$ cat config.mk
export PLATFORM = sky130hd
export DESIGN_NAME = ptp_latency_comp
export DESIGN_NICKNAME = d
export VERILOG_FILES = /design/src/rtl/ptp_lat_pkg.sv /design/src/rtl/ptp_lat_regs.sv /design/src/rtl/ptp_lat_path.sv /design/src/rtl/ptp_onestep_fmt.sv /design/src/rtl/ptp_latency_comp.sv
export SDC_FILE = /design/constraint.sdc
export NUM_CORES = 1
export LEC_CHECK = 0
export ABC_AREA = 1
export BUFFER_PORTS_ARGS = -buffer_cell sky130_fd_sc_hd__buf_4
export CORE_ASPECT_RATIO = 0.8
export CORE_UTILIZATION = 35
export DETAILED_ROUTE_END_ITERATION = 12
export PLACE_DENSITY = 0.55
export SETUP_SLACK_MARGIN = 0.4
export SLEW_MARGIN = 15
export SYNTH_ARGS = -nofsm -noshare
export SYNTH_HDL_FRONTEND = slang
export SYNTH_HIERARCHICAL = 1
export SYNTH_SLANG_ARGS = --single-unit
export TNS_END_PERCENT = 20
$ cat constraint.sdc
create_clock -name clk -period 2.31 [get_ports clk]
set_input_delay 0.1155 -clock clk [delete_from_list [all_inputs] [get_ports clk]]
set_output_delay 0.1155 -clock clk [all_outputs]
set_load 0.005 [all_outputs]
$ cat src/rtl/ptp_lat_pkg.sv
package ptp_lat_pkg;
    localparam int TS_W    = 48;
    localparam int FRAC_W  = 16;
    localparam int LAT_W   = 32;
    localparam int MAG_W   = LAT_W - 1;
    localparam int CORR_W  = 64;
    localparam int PER_W   = 20;
    localparam int REG_AW  = 2;
    localparam int INS_TS_W = TS_W - FRAC_W;

    localparam logic [PER_W-1:0]  PERIOD_RST = 20'h27B81;
    localparam logic [REG_AW-1:0] A_TXLAT  = 2'd0;
    localparam logic [REG_AW-1:0] A_RXLAT  = 2'd1;
    localparam logic [REG_AW-1:0] A_DBG    = 2'd2;
    localparam logic [REG_AW-1:0] A_PERIOD = 2'd3;

    localparam logic [7:0] FILL_TS   = 8'hAA;
    localparam logic [7:0] FILL_CORR = 8'hBB;
    localparam logic [7:0] FILL_EXT  = 8'hCC;

    typedef struct packed {
        logic             neg;
        logic [MAG_W-1:0] mag;
    } lat_t;

    typedef struct packed {
        logic            vld;
        logic            one;
        logic            dbg;
        lat_t            lat;
        logic [TS_W-1:0] ts;
    } stamp_t;

    typedef struct packed {
        logic [INS_TS_W-1:0] ts;
        logic [FRAC_W-1:0]   ext;
        logic [CORR_W-1:0]   corr;
    } ins_t;

    function automatic lat_t decode_lat(input logic [LAT_W-1:0] w);
        lat_t l;
        l.neg = w[LAT_W-1];
        l.mag = w[MAG_W-1:0];
        return l;
    endfunction

    function automatic logic [TS_W-1:0] shift_ts(input logic [TS_W-1:0] ts, input lat_t l);
        logic [TS_W-1:0] ext;
        ext = {{(TS_W-MAG_W){1'b0}}, l.mag};
        return l.neg ? (ts - ext) : (ts + ext);
    endfunction

    function automatic logic [CORR_W-1:0] corr_of(input lat_t l);
        logic [CORR_W-1:0] m;
        m = {{(CORR_W-MAG_W){1'b0}}, l.mag};
        return l.neg ? (~m + 1'b1) : m;
    endfunction
endpackage

$ cat src/rtl/ptp_lat_regs.sv
module ptp_lat_regs
    import ptp_lat_pkg::*;
(
    input  logic              clk,
    input  logic              rst,
    input  logic              wr_en,
    input  logic [REG_AW-1:0] wr_addr,
    input  logic [LAT_W-1:0]  wr_data,
    input  logic [REG_AW-1:0] rd_addr,
    output logic [LAT_W-1:0]  rd_data,
    output lat_t              tx_lat,
    output lat_t              rx_lat,
    output logic              dbg_fill
);
    logic [LAT_W-1:0] tx_word_q, rx_word_q;
    logic             dbg_q;
    logic [PER_W-1:0] period_q;

    always_ff @(posedge clk) begin
        if (rst) begin
            tx_word_q <= '0;
            rx_word_q <= '0;
            dbg_q     <= 1'b0;
            period_q  <= PERIOD_RST;
        end else if (wr_en) begin
            case (wr_addr)
                A_TXLAT:  tx_word_q <= wr_data;
                A_RXLAT:  rx_word_q <= wr_data;
                A_DBG:    dbg_q     <= wr_data[0];
                default:  period_q  <= wr_data[PER_W-1:0];
            endcase
        end
    end

    always_comb begin
        case (rd_addr)
            A_TXLAT: rd_data = tx_word_q;
            A_RXLAT: rd_data = rx_word_q;
            A_DBG:   rd_data = {{(LAT_W-1){1'b0}}, dbg_q};
            default: rd_data = {{(LAT_W-PER_W){1'b0}}, period_q};
        endcase
    end

    assign tx_lat   = decode_lat(tx_word_q);
    assign rx_lat   = decode_lat(rx_word_q);
    assign dbg_fill = dbg_q;

    AST_RESET_VALUES: assert property (@(posedge clk) $past(rst) |-> (tx_word_q == '0 && rx_word_q == '0 && period_q == PERIOD_RST));
    AST_PERIOD_HOLDS: assert property (@(posedge clk) disable iff (rst) !$past(wr_en) |-> $stable(period_q));
endmodule

$ cat src/rtl/ptp_lat_path.sv
module ptp_lat_path
    import ptp_lat_pkg::*;
(
    input  logic            clk,
    input  logic            rst,
    input  logic            in_vld,
    input  logic            in_one,
    input  logic            in_dbg,
    input  lat_t            in_lat,
    input  logic [TS_W-1:0] in_ts,
    output stamp_t          out_q
);
    stamp_t s1_q;

    // stage 1: capture raw stamp with the latency in force at this edge
    always_ff @(posedge clk) begin
        if (rst) begin
            s1_q <= '0;
        end else begin
            s1_q.vld <= in_vld;
            s1_q.one <= in_one & in_vld;
            s1_q.dbg <= in_dbg;
            s1_q.lat <= in_lat;
            s1_q.ts  <= in_ts;
        end
    end

    // stage 2: signed adjust
    always_ff @(posedge clk) begin
        if (rst) begin
            out_q <= '0;
        end else begin
            out_q     <= s1_q;
            out_q.ts  <= shift_ts(s1_q.ts, s1_q.lat);
        end
    end

    AST_TWO_CYCLE_VALID: assert property (@(posedge clk) disable iff (rst) out_q.vld == $past(in_vld, 2));
    AST_ZERO_PASS: assert property (@(posedge clk) disable iff (rst) (s1_q.vld && s1_q.lat.mag == '0) |=> (out_q.ts == $past(s1_q.ts)));
    AST_ONE_NEEDS_VLD: assert property (@(posedge clk) disable iff (rst) out_q.one |-> out_q.vld);
endmodule

$ cat src/rtl/ptp_onestep_fmt.sv
module ptp_onestep_fmt
    import ptp_lat_pkg::*;
(
    input  stamp_t st,
    output ins_t   ins
);
    localparam int TS_BYTES   = INS_TS_W / 8;
    localparam int EXT_BYTES  = FRAC_W / 8;
    localparam int CORR_BYTES = CORR_W / 8;

    ins_t fill;

    generate
        for (genvar b = 0; b < TS_BYTES; b++) begin : g_ts_fill
            assign fill.ts[b*8 +: 8] = FILL_TS;
        end
        for (genvar b = 0; b < EXT_BYTES; b++) begin : g_ext_fill
            assign fill.ext[b*8 +: 8] = FILL_EXT;
        end
        for (genvar b = 0; b < CORR_BYTES; b++) begin : g_corr_fill
            assign fill.corr[b*8 +: 8] = FILL_CORR;
        end
    endgenerate

    always_comb begin
        if (!st.one) begin
            ins = '0;
        end else if (st.dbg) begin
            ins = fill;
        end else begin
            ins.ts   = st.ts[TS_W-1:FRAC_W];
            ins.ext  = st.ts[FRAC_W-1:0];
            ins.corr = corr_of(st.lat);
        end
    end
endmodule

$ cat src/rtl/ptp_latency_comp.sv
module ptp_latency_comp
    import ptp_lat_pkg::*;
(
    input  logic        clk,
    input  logic        rst,
    input  logic        cfg_wr_en,
    input  logic [1:0]  cfg_wr_addr,
    input  logic [31:0] cfg_wr_data,
    input  logic [1:0]  cfg_rd_addr,
    output logic [31:0] cfg_rd_data,
    input  logic        tx_in_vld,
    input  logic        tx_in_onestep,
    input  logic [47:0] tx_in_ts,
    input  logic        rx_in_vld,
    input  logic [47:0] rx_in_ts,
    output logic        tx_out_vld,
    output logic [47:0] tx_out_ts,
    output logic [31:0] tx_ins_ts,
    output logic [15:0] tx_ins_ext,
    output logic [63:0] tx_ins_corr,
    output logic        rx_out_vld,
    output logic [47:0] rx_out_ts
);
    lat_t   tx_lat, rx_lat;
    logic   dbg_fill;
    stamp_t tx_st, rx_st;
    ins_t   tx_ins;

    ptp_lat_regs u_regs (
        .clk(clk), .rst(rst),
        .wr_en(cfg_wr_en), .wr_addr(cfg_wr_addr), .wr_data(cfg_wr_data),
        .rd_addr(cfg_rd_addr), .rd_data(cfg_rd_data),
        .tx_lat(tx_lat), .rx_lat(rx_lat), .dbg_fill(dbg_fill)
    );

    ptp_lat_path u_tx_path (
        .clk(clk), .rst(rst),
        .in_vld(tx_in_vld), .in_one(tx_in_onestep), .in_dbg(dbg_fill),
        .in_lat(tx_lat), .in_ts(tx_in_ts), .out_q(tx_st)
    );

    ptp_lat_path u_rx_path (
        .clk(clk), .rst(rst),
        .in_vld(rx_in_vld), .in_one(1'b0), .in_dbg(1'b0),
        .in_lat(rx_lat), .in_ts(rx_in_ts), .out_q(rx_st)
    );

    ptp_onestep_fmt u_fmt (.st(tx_st), .ins(tx_ins));

    assign tx_out_vld  = tx_st.vld;
    assign tx_out_ts   = tx_st.ts;
    assign tx_ins_ts   = tx_ins.ts;
    assign tx_ins_ext  = tx_ins.ext;
    assign tx_ins_corr = tx_ins.corr;
    assign rx_out_vld  = rx_st.vld;
    assign rx_out_ts   = rx_st.ts;

    AST_DEBUG_FILL: assert property (@(posedge clk) disable iff (rst)
        ($past(dbg_fill, 2) && $past(tx_in_vld && tx_in_onestep, 2)) |->
        (tx_ins_ts == 32'hAAAA_AAAA && tx_ins_ext == 16'hCCCC && tx_ins_corr == 64'hBBBB_BBBB_BBBB_BBBB));
    AST_TWO_STEP_EMPTY: assert property (@(posedge clk) disable iff (rst)
        ($past(tx_in_vld, 2) && !$past(tx_in_onestep, 2)) |->
        (tx_ins_ts == '0 && tx_ins_ext == '0 && tx_ins_corr == '0));
    AST_RX_VALID_DELAY: assert property (@(posedge clk) disable iff (rst) rx_out_vld == $past(rx_in_vld, 2));
endmodule

# ---- Yosys cells after proc, flatten, opt, wreduce, memory -nomap -nowiden
# Cells that the tools add are included.
dict set report word_totals {
  ramBits 0
  word_cells 47
  latchBits 0
  memories 0
  reg_bits 381
  in_bits 138
  out_inout_bits 242
  romBits 0
}
dict set report classes {
  bitwise 3
  div_mod_pow 0
  n_shift 0
  reduce_logical 7
  add_sub_neg 5
  magnitude_cmp 0
  n_eq_ne 4
  mux 6
  multipliers 0
}
# cell n
set op_table {}
lappend op_table {{$mux 112} 2}
lappend op_table {{$add 48x31->48} 2}
lappend op_table {{$mux 48} 2}
lappend op_table {{$pmux 32 s3} 1}
lappend op_table {{$sub 48x31->48} 2}
lappend op_table {{$add 64x1->64 const B} 1}
lappend op_table {{$mux 64} 1}
lappend op_table {{$not 31->64} 1}
lappend op_table {{$reduce_and 2->1} 4}
lappend op_table {{$eq 2x1->1 const B} 2}
lappend op_table {{$eq 2x2->1 const B} 2}
lappend op_table {{$logic_not 2->1} 2}
lappend op_table {{$reduce_or 3->1} 1}
lappend op_table {{$and 1x1->1} 1}
lappend op_table {{$not 1->1} 1}

# ---- Depth between registers and ports, before layout
dict set report depth {
  word_depth 5
  mapped_depth 23
  depth_no_buf 23
}

# ---- Modules after synthesis
# The synthesis kept the hierarchy.
# mod cells_each seq_area_each_um2 area_per_inst_um2 instances
set by_module_without_submodules {}
lappend by_module_without_submodules {{ptp_lat_path (u_rx_path)} 1522 3323.2 9577.9 1}
lappend by_module_without_submodules {{ptp_lat_path (u_tx_path)} 1524 3323.2 9471.6 1}
lappend by_module_without_submodules {ptp_lat_regs 631 1701.6 3995.1 1}
lappend by_module_without_submodules {ptp_onestep_fmt 424 0.0 1850.5 1}
lappend by_module_without_submodules {ptp_latency_comp 1 0.0 3.8 1}

# ---- Least setup slack after synthesis
# No wires, ideal clock.
dict set report synth_timing {
  kind {register -> register}
  start {reg u_rx_path/s1_q[48] in the netlist's numbering}
  end {reg u_rx_path/out_q[47] in the netlist's numbering}
  setup_slack_ns -0.206
  t_arrival_ns 2.403
  required_ns 2.197
  setup_ns 0.113
  synth_period_minus_slack_ns 2.516
  path_buffers 0
  path_stages_with_launch 21
  cell_sequence {dfxtp_1 inv_1 ha_1 nand2_2 nor3b_2 nand2_1 nand2_1 o21ai_2 xor2_1 ha_1 nand2_1 nor2_2 inv_1 nor2_1 nand2_1 nor2_1 nand2_1 nand3_1 nand2_1 nand2_1 nor2_1}
}
dict set report synth_between {
  elab_chain_len 2
  elab_cells_between_ends 3
  classes_between {add/sub: 2; mux: 1}
}
# element line_no
set synth_lines {}
lappend synth_lines {{start: declaration} ptp_lat_path.sv:13} ;# stamp_t s1_q;
lappend synth_lines {{$add 48x31->48 / $sub 48x31->48 (equally long branches)} ptp_lat_pkg.sv:50} ;# return l.neg ? (ts - ext) : (ts + ext);
lappend synth_lines {{$mux 48 (*)} ptp_lat_pkg.sv:50}
lappend synth_lines {{end signal: assignment} ptp_lat_path.sv:33} ;# out_q <= s1_q;
lappend synth_lines {{end: declaration} ptp_lat_path.sv:11} ;# output stamp_t out_q
# Every way passes the cells marked *; elsewhere a longest branch is shown, timed or not.
# A chain may end at the register's enable or synchronous reset.

# ---- Final worst setup path
dict set report layout_timing {
  start {reg u_rx_path/s1_q[60] in the netlist's numbering}
  end {reg u_rx_path/out_q[25] in the netlist's numbering}
}
# Same word-level chain as after synthesis.

==> impl_table.tex <==
\begin{tabular}{lr}
\hline
Metric & Value \\
\hline
\multicolumn{2}{l}{\textbf{Run status}} \\
Result of the run & finished, violations left \\
Failing checks & setup timing \\
\multicolumn{2}{l}{\textbf{Clock tree}} \\
Clock latency reported for the late side of the worst-skew pair & 580 ps \\
Total clock buffers created by CTS & 45 \\
Clock root buffer & clkbuf\_16 \\
Register clock-pin slew on the reported worst setup and hold paths & 60 ps \\
Number of buffers between clock root and the deepest sink & 3 \\
H-tree depth reported by CTS & 2 \\
CTS tree & yes \\
\# clock sinks & 381 \\
\multicolumn{2}{l}{\textbf{Power}} \\
Total chip power & 26.25 mW \\
P per Cell Area & 696.7 nW/µm² \\
Static Leak & 20.09 nW \\
IR Drop Worst-Case VDD & 0.4054 mV \\
\multicolumn{2}{l}{\textbf{Cells and area}} \\
Number of inserted filler cells in the final layout & 6638 \\
Final cell count without fillers & 5921 \\
Area taken by flip-flops and latches & 7656 µm² \\
Fraction of final layout cells sized beyond drive strength 1 & 34.47\% \\
Signed area change from the synthesized netlist to the final layout & 56.94\% \\
Final layout net count & 5211 \\
Post-layout util & 55.79\% \\
Area occupied by multi-input gates & 15870 µm² \\
\multicolumn{2}{l}{\textbf{Timing}} \\
Count of pins over their slew limit & 0 \\
Final cycle utilization of the critical path & 130.1\% \\
Number of endpoints with negative hold slack in the final report & 0 \\
RSZ-0062 raised after global routing & yes \\
Setup-violating endpoint count in the final report & 114 \\
Least-Margin Pin Slew & 757.3 ps \\
Setup skew after layout & 23.25 ps \\
Setup slack of the critical path after layout & -695.8 ps \\
Total negative setup slack & -44290 ps \\
Min Clock Period, post-route & 3006 ps \\
Upper clock frequency limit & 332.7 MHz \\
Max-slew headroom at the worst pin & 49.51\% \\
\multicolumn{2}{l}{\textbf{Route}} \\
Total DRC errors in the routed layout & 0 \\
Routed wl met3 & 7.106 mm \\
Wire length on met1 & 47.17 mm \\
Total met2 wirelength after detailed routing & 38.57 mm \\
Detailed-route wire length per cell & 15.98 µm \\
Number of nets still failing antenna checks after routing & 0 \\
Uppermost metal layer occupied by signal nets & met5 \\
Initial DRC Count & 2026 \\
Wire length reported by the detailed router & 94.63 mm \\
Pre-antenna DRT Iters & 5 \\
Total vias in the final route & 27080 \\
Avg Vias per Cell & 4.574 \\
\multicolumn{2}{l}{\textbf{Yosys}} \\
Cell area after technology mapping & 24010 µm² \\
Cells after Synth & 4020 \\
Average cell area after synthesis & 5.972 µm² \\
Post-synthesis net count & 4260 \\
Warnings from Yosys & 6 \\
\multicolumn{2}{l}{\textbf{Setup path}} \\
Worst setup SP type & flop \\
R2R depth & 23 \\
Critical path data required time & 2790 ps \\
RR Startpoint & u\_rx\_path/s1\_q[60]\$\_SDFF\_PP0\_ \\
WS Path Type & flop to flop \\
Arrival time at the worst endpoint & 3480 ps \\
Endpoint of the worst register-to-register path & u\_rx\_path/out\_q[25]\$\_SDFF\_PP0\_ \\
CP Capture Type & flop \\
Crit-path max FO & 5 \\
Minimum setup slack among reg-to-reg paths & -700 ps \\
\multicolumn{2}{l}{\textbf{Placed design}} \\
Count of buffers inserted at the top-level ports & 379 \\
Number of cells in the design after placement & 5605 \\
Gp weighted congestion & 0.9703 \\
Detailed-placement wirelength estimate & 72.28 mm \\
\multicolumn{2}{l}{\textbf{Die}} \\
Die outline height & 236.2 µm \\
Starting density of the core & 35.55\% \\
Total core area & 67530 µm² \\
Die span in x & 294.8 µm \\
Die area & 69640 µm² \\
Number of top-level design ports & 380 \\
Row count & 85 \\
\multicolumn{2}{l}{\textbf{Global routing}} \\
Total routing usage reported by global routing & 25.98\% \\
First-pass GRT wire length & 140.6 mm \\
Via count of the first global-routing pass & 24540 \\
Initial antenna violation count & 5 \\
Maximum number of pins on one net before global-route repair & 88 \\
Aggregate global routing overflow & 0 \\
\multicolumn{2}{l}{\textbf{Worst hold path}} \\
Hold path startpoint & rx\_in\_ts[30] \\
Worst Hold End & u\_rx\_path/s1\_q[30]\$\_SDFF\_PP0\_ \\
Hold/Removal Path Class & input port to flop \\
Depth of the worst hold-timing path & 4 \\
\multicolumn{2}{l}{\textbf{Run}} \\
Max Cap Violations & 0 \\
\hline
\end{tabular}
-- cell type report --
| class | instances | share of cell area [%] |
|---|---|---|
| antenna | 6 | 0.03985 |
| timing repair buffer | 1008 | 21.85 |
| inverter | 847 | 8.492 |
| multi-input combinational | 2688 | 42.12 |
| clock buffer | 57 | 3.241 |
| tap | 913 | 3.032 |
| sequential | 381 | 20.32 |
| clock inverter | 21 | 0.9034 |
-- worst max path at each step --
stage | startpoint | end | slack (ps) | cells after the start
after floorplan | u_rx_path/s1_q[52]$_SDFF_PP0_ | u_rx_path/out_q[45]$_SDFF_PP0_ | -140 | 21
after global placement | u_tx_path/s1_q[55]$_SDFF_PP0_ | u_tx_path/out_q[22]$_SDFF_PP0_ | -890 | 21
after detailed placement | u_tx_path/s1_q[55]$_SDFF_PP0_ | u_tx_path/out_q[22]$_SDFF_PP0_ | -860 | 21
after CTS | u_tx_path/s1_q[55]$_SDFF_PP0_ | u_tx_path/out_q[43]$_SDFF_PP0_ | -570 | 21
after global routing | u_rx_path/s1_q[60]$_SDFF_PP0_ | u_rx_path/out_q[44]$_SDFF_PP0_ | -800 | 24
final | u_rx_path/s1_q[60]$_SDFF_PP0_ | u_rx_path/out_q[25]$_SDFF_PP0_ | -700 | 23
-- per-layer routing --
metal / up-vias / global-route usage (%)
met2: 768 / 36.50
met1: 12330 / 40.27
met3: 97 / 4.570
li1: 13890 / -
met5: - / 0
met4: 2 / 5.619
-- placed cells by master (no fill, tap or decap), drive strengths merged --
| master | count |
|---|---|
| nor2 | 787 |
| o31ai | 14 |
| and3 | 1 |
| o21ai | 98 |
| or2 | 9 |
| nor3 | 28 |
| nand4 | 11 |
| nand2 | 1165 |
| dfxtp | 381 |
| buf | 856 |
| nand3b | 12 |
| diode | 6 |
| o21bai | 6 |
| clkinv | 12 |
| xor2 | 61 |
| a21boi | 3 |
| a21oi | 172 |
| o21a | 2 |
| a31oi | 15 |
| nor3b | 1 |
| nor4 | 3 |
| ha | 100 |
| nand3 | 166 |
| and2 | 7 |
| a21o | 6 |
| o211ai | 19 |
| dlygate4sd3 | 152 |
| bufinv | 8 |
| clkinvlp | 1 |
| fa | 2 |
| inv | 847 |
| clkbuf | 57 |
-- critical path, cell delays in order, from the launching register on --
cell     delay [ps]
dfxtp_2         340
buf_6           120
inv_4            50
nand2_4          40
nor3_4          210
nand2_2          80
nor2_4          230
buf_6           140
a21oi_2          50
xor2_1          170
inv_1           100
ha_4            240
buf_6           130
nand2_8          70
inv_1            40
nand2_1          80
nand2_2          80
a21oi_2         180
nand2_1         130
buf_4           150
a21oi_2         110
nand2_1          70
nand2_1          60
nor2_1           40
-- sequential cells by signal (all words and copies together), names as in the netlist --
name,flops
u_regs/dbg_fill,1
u_regs/period_q,20
u_regs/rx_lat,32
u_regs/tx_lat,32
u_rx_path/out_q,49
u_rx_path/s1_q,81
u_tx_path/out_q,83
u_tx_path/s1_q,83
-- power breakdown --
group	internal [mW]	total, mW	switching [mW]
Combinational	4.92	11.1	6.13
Clock	4.65	7.63	2.98
Sequential	7.17	7.57	0.394
-- metrics by stage --
step                      instance area [µm²]  hold slack (ps)  setup slack, ps
after floorplan                         24240            222.5           -136.5
after global placement                  30830            316.8           -887.7
after detailed placement                30830            322.6           -864.8
after CTS                               35920            238.0           -568.8
after global routing                    37670            276.5           -803.1
final                                   37670            277.0           -695.8
-- repair_timing --
action | CTS | global route
setup endpoints to repair | 201 | 204
resized for setup | 446 | 385
hold buffers | 152 | 0
cloned | 0 | 0
hold endpoints to repair | 198 | 0
pin swaps | 135 | 189
setup buffers | 36 | 44
(Power assumes the default switching activity.)
